<file path="config.mk">
export PLATFORM = sky130hd
export DESIGN_NAME = audio_ring_dma
export DESIGN_NICKNAME = d
export VERILOG_FILES = /design/src/rtl/audio_ring_dma.sv
export SDC_FILE = /design/constraint.sdc
export NUM_CORES = 1
export LEC_CHECK = 0
export ABC_AREA = 1
export BUFFER_PORTS_ARGS = -buffer_cell sky130_fd_sc_hd__buf_2
export CORE_MARGIN = 1.5
export CORE_UTILIZATION = 46
export CTS_BUF_LIST = sky130_fd_sc_hd__clkbuf_8
export CTS_CLUSTER_SIZE = 12
export DETAILED_ROUTE_END_ITERATION = 10
export PLACE_DENSITY = 0.71
export SLEW_MARGIN = 20
export SYNTH_ARGS = -nofsm -noshare
export SYNTH_HDL_FRONTEND = slang
export SYNTH_SLANG_ARGS = --single-unit
</file>
<file path="constraint.sdc">
create_clock -name clk -period 6.65 [get_ports clk]
set_clock_uncertainty 0.05 [all_clocks]
set_input_delay 0.9975 -clock clk [delete_from_list [all_inputs] [get_ports clk]]
set_output_delay 0.9975 -clock clk [all_outputs]
set_load 0.01 [all_outputs]
</file>
<file path="src/rtl/audio_ring_dma.sv">
module audio_ring_dma #(
  parameter int FIFO_DEPTH = 8,
  parameter int IDX_W      = 5
) (
  input  logic        clk,
  input  logic        rst_n,
  input  logic        reg_wr,
  input  logic [3:0]  reg_addr,
  input  logic [7:0]  reg_wdata,
  output logic [7:0]  reg_rdata,
  output logic        mem_req,
  output logic [31:0] mem_addr,
  input  logic        mem_rvalid,
  input  logic [31:0] mem_rdata,
  input  logic        smp_take,
  output logic [15:0] smp_out,
  output logic        irq
);

  localparam int PW   = (FIFO_DEPTH > 1) ? $clog2(FIFO_DEPTH) : 1;
  localparam int CNTW = PW + 1;
  localparam logic [CNTW-1:0] FULL_CNT = CNTW'(FIFO_DEPTH);

  typedef enum logic [2:0] {ST_IDLE, ST_DESC0, ST_DESC1, ST_DATA, ST_END} st_t;

  st_t              st;
  logic [31:0]      list_base;
  logic [IDX_W-1:0] civ, lvi, piv;
  logic [4:0]       sr;
  logic [15:0]      left;
  logic [2:0]       ie;
  logic             run, rst_pend;
  logic [31:0]      cur_addr;
  logic             d_ioc, d_zero;

  logic [15:0]      fifo [FIFO_DEPTH];
  logic [PW-1:0]    wp, rp;
  logic [CNTW-1:0]  cnt;

  wire wr_sr = reg_wr && reg_addr == 4'h6;
  wire wr_cr = reg_wr && reg_addr == 4'hB;
  wire can_go = run && !rst_pend && !mem_req;
  wire got = mem_req && mem_rvalid;
  wire push = got && st == ST_DATA;
  wire pop = smp_take && cnt != '0;
  wire [15:0] in_smp = cur_addr[1] ? mem_rdata[31:16] : mem_rdata[15:0];
  wire [31:0] desc_addr = list_base + 32'({civ, 3'b000});

  logic        issue;
  logic [31:0] issue_addr;

  always_comb begin
    issue = 1'b0;
    issue_addr = desc_addr;
    case (st)
      ST_DESC0: issue = can_go;
      ST_DESC1: begin issue = can_go; issue_addr = desc_addr + 32'd4; end
      ST_DATA: begin
        issue = can_go && left != '0 && cnt < FULL_CNT;
        issue_addr = {cur_addr[31:2], 2'b00};
      end
      default: issue = 1'b0;
    endcase
  end

  always_comb begin
    case (reg_addr)
      4'h0: reg_rdata = list_base[7:0];
      4'h1: reg_rdata = list_base[15:8];
      4'h2: reg_rdata = list_base[23:16];
      4'h3: reg_rdata = list_base[31:24];
      4'h4: reg_rdata = 8'(civ);
      4'h5: reg_rdata = 8'(lvi);
      4'h6: reg_rdata = {3'b000, sr};
      4'h8: reg_rdata = left[7:0];
      4'h9: reg_rdata = left[15:8];
      4'hA: reg_rdata = 8'(piv);
      4'hB: reg_rdata = {3'b000, ie, rst_pend, run | mem_req};
      default: reg_rdata = 8'h00;
    endcase
  end

  assign irq = (sr[3] & ie[2]) | (sr[4] & ie[1]) | (sr[2] & ie[0]);

  always_ff @(posedge clk) if (push) fifo[wp] <= in_smp;

  always_ff @(posedge clk or negedge rst_n) begin
    if (!rst_n) begin
      st <= ST_IDLE; list_base <= '0; civ <= '0; lvi <= '0; piv <= '0;
      sr <= 5'h01; left <= '0; ie <= '0; run <= 1'b0; rst_pend <= 1'b0;
      cur_addr <= '0; d_ioc <= 1'b0; d_zero <= 1'b0;
      wp <= '0; rp <= '0; cnt <= '0; smp_out <= '0;
      mem_req <= 1'b0; mem_addr <= '0;
    end else begin
      if (reg_wr) begin
        case (reg_addr)
          4'h0: list_base[7:0]   <= {reg_wdata[7:3], 3'b000};
          4'h1: list_base[15:8]  <= reg_wdata;
          4'h2: list_base[23:16] <= reg_wdata;
          4'h3: list_base[31:24] <= reg_wdata;
          4'h5: lvi <= reg_wdata[IDX_W-1:0];
          default: ;
        endcase
      end
      if (wr_sr) sr[4:1] <= sr[4:1] & ~reg_wdata[4:1];
      if (wr_cr) begin
        run <= reg_wdata[0];
        ie <= reg_wdata[4:2];
        if (reg_wdata[1]) rst_pend <= 1'b1;
      end

      if (push) wp <= (wp == PW'(FIFO_DEPTH - 1)) ? '0 : wp + 1'b1;
      if (pop) begin
        rp <= (rp == PW'(FIFO_DEPTH - 1)) ? '0 : rp + 1'b1;
        smp_out <= fifo[rp];
      end else if (smp_take) begin
        if (d_zero) smp_out <= '0;
        sr[4] <= 1'b1;
      end
      cnt <= cnt + CNTW'(push) - CNTW'(pop);

      if (st != ST_END) sr[0] <= !run && !mem_req;

      if (got) begin
        mem_req <= 1'b0;
        case (st)
          ST_DESC0: begin
            cur_addr <= {mem_rdata[31:1], 1'b0};
            st <= ST_DESC1;
          end
          ST_DESC1: begin
            left <= mem_rdata[15:0];
            d_ioc <= mem_rdata[31];
            d_zero <= mem_rdata[30];
            piv <= civ + 1'b1;
            if (civ == lvi) sr[1] <= 1'b1;
            st <= ST_DATA;
          end
          ST_DATA: begin
            cur_addr <= cur_addr + 32'd2;
            left <= left - 16'd1;
          end
          default: ;
        endcase
      end else if (issue) begin
        mem_req <= 1'b1;
        mem_addr <= issue_addr;
      end

      case (st)
        ST_IDLE: if (run && !rst_pend) st <= ST_DESC0;
        ST_DATA: if (!mem_req && left == '0) begin
          if (d_ioc) sr[3] <= 1'b1;
          if (civ == lvi) begin
            sr[2] <= 1'b1;
            sr[0] <= 1'b1;
            st <= ST_END;
          end else begin
            civ <= civ + 1'b1;
            st <= ST_DESC0;
          end
        end
        ST_END: if (run && !rst_pend && lvi != civ) begin
          civ <= civ + 1'b1;
          sr[0] <= 1'b0;
          st <= ST_DESC0;
        end
        default: ;
      endcase

      if (rst_pend && !mem_req) begin
        st <= ST_IDLE; civ <= '0; lvi <= '0; piv <= '0; left <= '0;
        sr <= 5'h01; ie <= '0; run <= 1'b0; rst_pend <= 1'b0;
        wp <= '0; rp <= '0; cnt <= '0;
      end
    end
  end

  assert_req_hold_R3: assert property (@(posedge clk) disable iff (!rst_n)
    mem_req && !mem_rvalid |=> mem_req && $stable(mem_addr));

  assert_req_drop_R3: assert property (@(posedge clk) disable iff (!rst_n)
    $fell(mem_req) |-> $past(mem_rvalid));

  assert_index_step_R4: assert property (@(posedge clk) disable iff (!rst_n)
    civ != $past(civ) |-> (civ == $past(civ) + 1'b1) || (civ == '0));

  assert_end_halted_R5: assert property (@(posedge clk) disable iff (!rst_n)
    st == ST_END |-> sr[0]);

  assert_paused_quiet_R11: assert property (@(posedge clk) disable iff (!rst_n)
    !run && !mem_req |=> !mem_req);

  always_ff @(posedge clk)
    if (rst_n) assert_fifo_bound_R3: assert (cnt <= FULL_CNT);

endmodule

</file>
==> results_dict.tcl <==
set metrics [dict create \
    min_path_type "input pin to asynchronous set/reset pin" \
    grt_usage_pct 27.42 \
    rows 66 \
    vias 13490 \
    grt_pass1_vias 12940 \
    die_x_um 184.3 \
    die_y_um 184.3 \
    critical-path-slowest-cell "nand2_1" \
    status "finished, final reports clean" \
    synth-warning-count 0 \
    synth.top_cells.by_area "dfrtp_1 (27%), edfxtp_1 (25%), nand2_1 (14%)" \
    clock_path_buffers 3 \
    clk-insertion-delay-late_ps 590 \
    power.leakage_nw 7.865 \
    p_per_area_nw_per_um2 389.2 \
    placed_cells 2368 \
    worst_ep_arrival_time_ps 2270 \
    syn_inst 1870 \
    io_pins 107 \
    hold_violations 0 \
    critPathKind "input pin to output port" \
    setup_slack_ps 3330 \
    relSlewSlack_pct 31.79 \
    antenna_found_initial 0 \
    ctsResizeCount 0 \
    grt_start_max_net_pins 89 \
    htreeDepth 2 \
    worst_pin_slew_ps 1022 \
    max_stage_delay_ps 300 \
    clock_sinks 291 \
    place_ws_ps 3298 \
    yosysTopAreaCell "dfrtp_1" \
    first_pass_iters 5 \
    layout.nets 2046 \
    worstReg2RegStart "st[1]" \
    path_cells "buf_2 -> inv_1 -> nor2_1 -> nand2_1 -> o221ai_1 -> a21oi_1 -> nand3_1 -> buf_2" \
    gp_congestion 0.9524 \
    finalPower_w 0.006647 \
    synth_edf_count 128 \
    period_needed_ps 3320 \
    netlist_area_um2 15120 \
    drv_cap 0 \
    ys_ff_latch 291 \
    required_ps 5600 \
    area_delta_synth_final_pct 12.97 \
    finalCritPeriodShare_pct 49.92 \
    r2r_cells 9 \
    end_kind "output port" \
    drt-total-wl_mm 45.84 \
    cp_max_fo 8 \
    grt_overflow_total 0 \
    cts_tree "built" \
    clk_pin_slew_worst_paths_ps 60 \
    drive_gt1_share_pct 11.18 \
    timing.fmax_mhz 301.2 \
    clk_root_buffer_cell "clkbuf_8" \
    setup_viol_count_final 0 \
    drc 0 \
    vias_per_cell 5.497 \
    tns_ps 0 \
    dpl.hpwl_mm 32.24 \
    core-area_um2 32450 \
    wl_per_cell_um 18.67 \
    grt_pass1_wl_mm 71.13 \
    synth_ff_type "dfrtp_1" \
    regToRegSetupSlack_ps 3540 \
    antenna_left 0 \
    diodes 0 \
    startpoint_type "input pin" \
    cts_hold_buffers 0 \
    post_cts_buffers 0 \
    irDropWorstVdd_mv 0.1988 \
    cts_inserted_buffers 49 \
    io_buffers 104 \
    avgSynthCellArea_um2 8.083 \
    netlist-cell-type-count 48 \
    fin_cells 2455 \
    crit_top_cell "buf_2" \
    async_flop_share_pct 56.01 \
    dieArea_um2 33960 \
    utilization_pct 52.62 \
    r2r_end "mem_addr[8]" \
    initial_core_util_pct 46.58 \
    first_iter_violations 1431 \
    maxSlewViolCount 0 \
    synth_top_area_share_pct 26.82 \
    grt_setup_unrepaired "false" \
    yosysSeqAreaShare_pct 52.42 \
]
where the power goes:
group | internal [W] | leakage, nW | switching, W | total, W
combinational | 0.000742 | 4.06 | 0.00153 | 0.00227
clock | 0.000912 | 0.581 | 0.000747 | 0.00166
sequential | 0.00232 | 3.22 | 0.000397 | 0.00272
registers in the layout, indices dropped and copies added, names as in the netlist, 5 cells and up:
signal / cells
left: 16
smp_out: 16
sr: 5
civ: 5
list_base: 29
cur_addr: 31
fifo: 128
mem_addr: 30
piv: 5
lvi: 5
cells in the final DEF, fill, tap and decap left out, drive strengths merged, types with 2 or more instances in the layout:
| master | synthesis | routed |
|---|---|---|
| a22o | 2 | 2 |
| or2 | 6 | 6 |
| o211ai | 12 | 12 |
| clkinv | 2 | 11 |
| nand3 | 118 | 118 |
| clkbuf | 35 | 58 |
| a21oi | 53 | 53 |
| xor2 | 11 | 11 |
| conb | 1 | 2 |
| o221ai | 25 | 25 |
| nand4 | 15 | 15 |
| a22oi | 3 | 3 |
| xnor2 | 5 | 5 |
| bufinv | 0 | 3 |
| nor2 | 245 | 245 |
| nor3 | 12 | 12 |
| a211oi | 2 | 2 |
| nand3b | 7 | 7 |
| a21boi | 2 | 2 |
| a31oi | 9 | 9 |
| fa | 2 | 2 |
| o22ai | 36 | 36 |
| and2 | 2 | 2 |
| ha | 18 | 18 |
| dfrtp | 162 | 162 |
| nand2 | 572 | 572 |
| buf | 31 | 121 |
| o21ai | 173 | 173 |
| inv | 171 | 187 |
| nor3b | 2 | 2 |
| edfxtp | 128 | 128 |
stage by stage:
step	cell area, um^2	hold slack, ps
after CTS	17080	428.3
after global routing	17080	448.8
after detailed placement	16060	410.8
after floorplan	15120	392.3
after global placement	16060	402.9
final	17080	415.7
area by class of cell:
class / count / area, um^2
inverter: 173 / 649.4
multi-input combinational: 1341 / 6275
sequential: 291 / 7924
tap: 442 / 553.0
clock buffer: 58 / 798.3
clock inverter: 29 / 222.7
fill: 3090 / 15380
timing repair buffer: 121 / 654.4
Yosys cell counts (2+ instances only):
cell type	count
o21ai_0	152
nor2_2	6
nand3_1	115
or2_1	4
edfxtp_1	128
nand3b_1	7
nor3_1	11
a21boi_0	2
buf_2	22
inv_2	12
dfrtp_1	162
a22o_1	2
inv_1	159
ha_1	18
fa_1	2
nand2_1	569
xnor2_1	5
o221ai_1	25
buf_1	2
a21oi_1	53
a31oi_1	9
nor2_1	239
nand4_1	14
clkinv_1	2
a211oi_1	2
nand2_2	3
and2_1	2
nor3b_1	2
nand3_2	3
o211ai_1	12
o21ai_1	21
buf_4	7
a22oi_1	3
or2_2	2
clkbuf_1	35
xor2_1	11
o22ai_1	36
kinds of logic (layout without fill, tap and decap cells):
kind of cell / count (synthesis) / count (layout) / synth area share [%]
xor+xnor: 16 / 16 / 0.9270
other cells: 1 / 2 / 0.02481
flops: 291 / 291 / 52.42
compound gates: 323 / 323 / 12.19
buf+inv: 239 / 381 / 6.291
simple gates: 979 / 979 / 26.31
mux: 1 / 1 / 0.07449
fa+ha+maj: 20 / 20 / 1.755
worst max-delay path, delay by kind of cell:
kind | cells | cell delay, ps
AND/OR/NAND/NOR | 3 | 650
AO/OA/AOI/OAI | 2 | 350
buffers and inverters | 3 | 280
how the worst max path moves through the flow:
stage	startpoint	to	slack, ps	cells after the start
finish	reg_addr[3]	reg_rdata[1]	3330	8
global route	reg_addr[3]	reg_rdata[1]	3200	8
CTS	reg_addr[3]	reg_rdata[1]	3380	8
detailed placement	mem_rvalid	cur_addr[3]	3300	8
global placement	mem_rvalid	cur_addr[3]	3360	8
floorplan	mem_rvalid	fifo[2][0]	3620	4
per-layer routing:
| metal | vias up | track usage (%) | part of all wire, % |
|---|---|---|---|
| li1 | 6428 | - | - |
| met1 | 6346 | 37.02 | 43 |
| met2 | 614 | 43.89 | 46 |
| met3 | 106 | 5.058 | 8.0 |
| met4 | 0 | 10.66 | 3.5 |
| met5 | - | 0 | 0 |
Power figures use the tool's default switching activity.
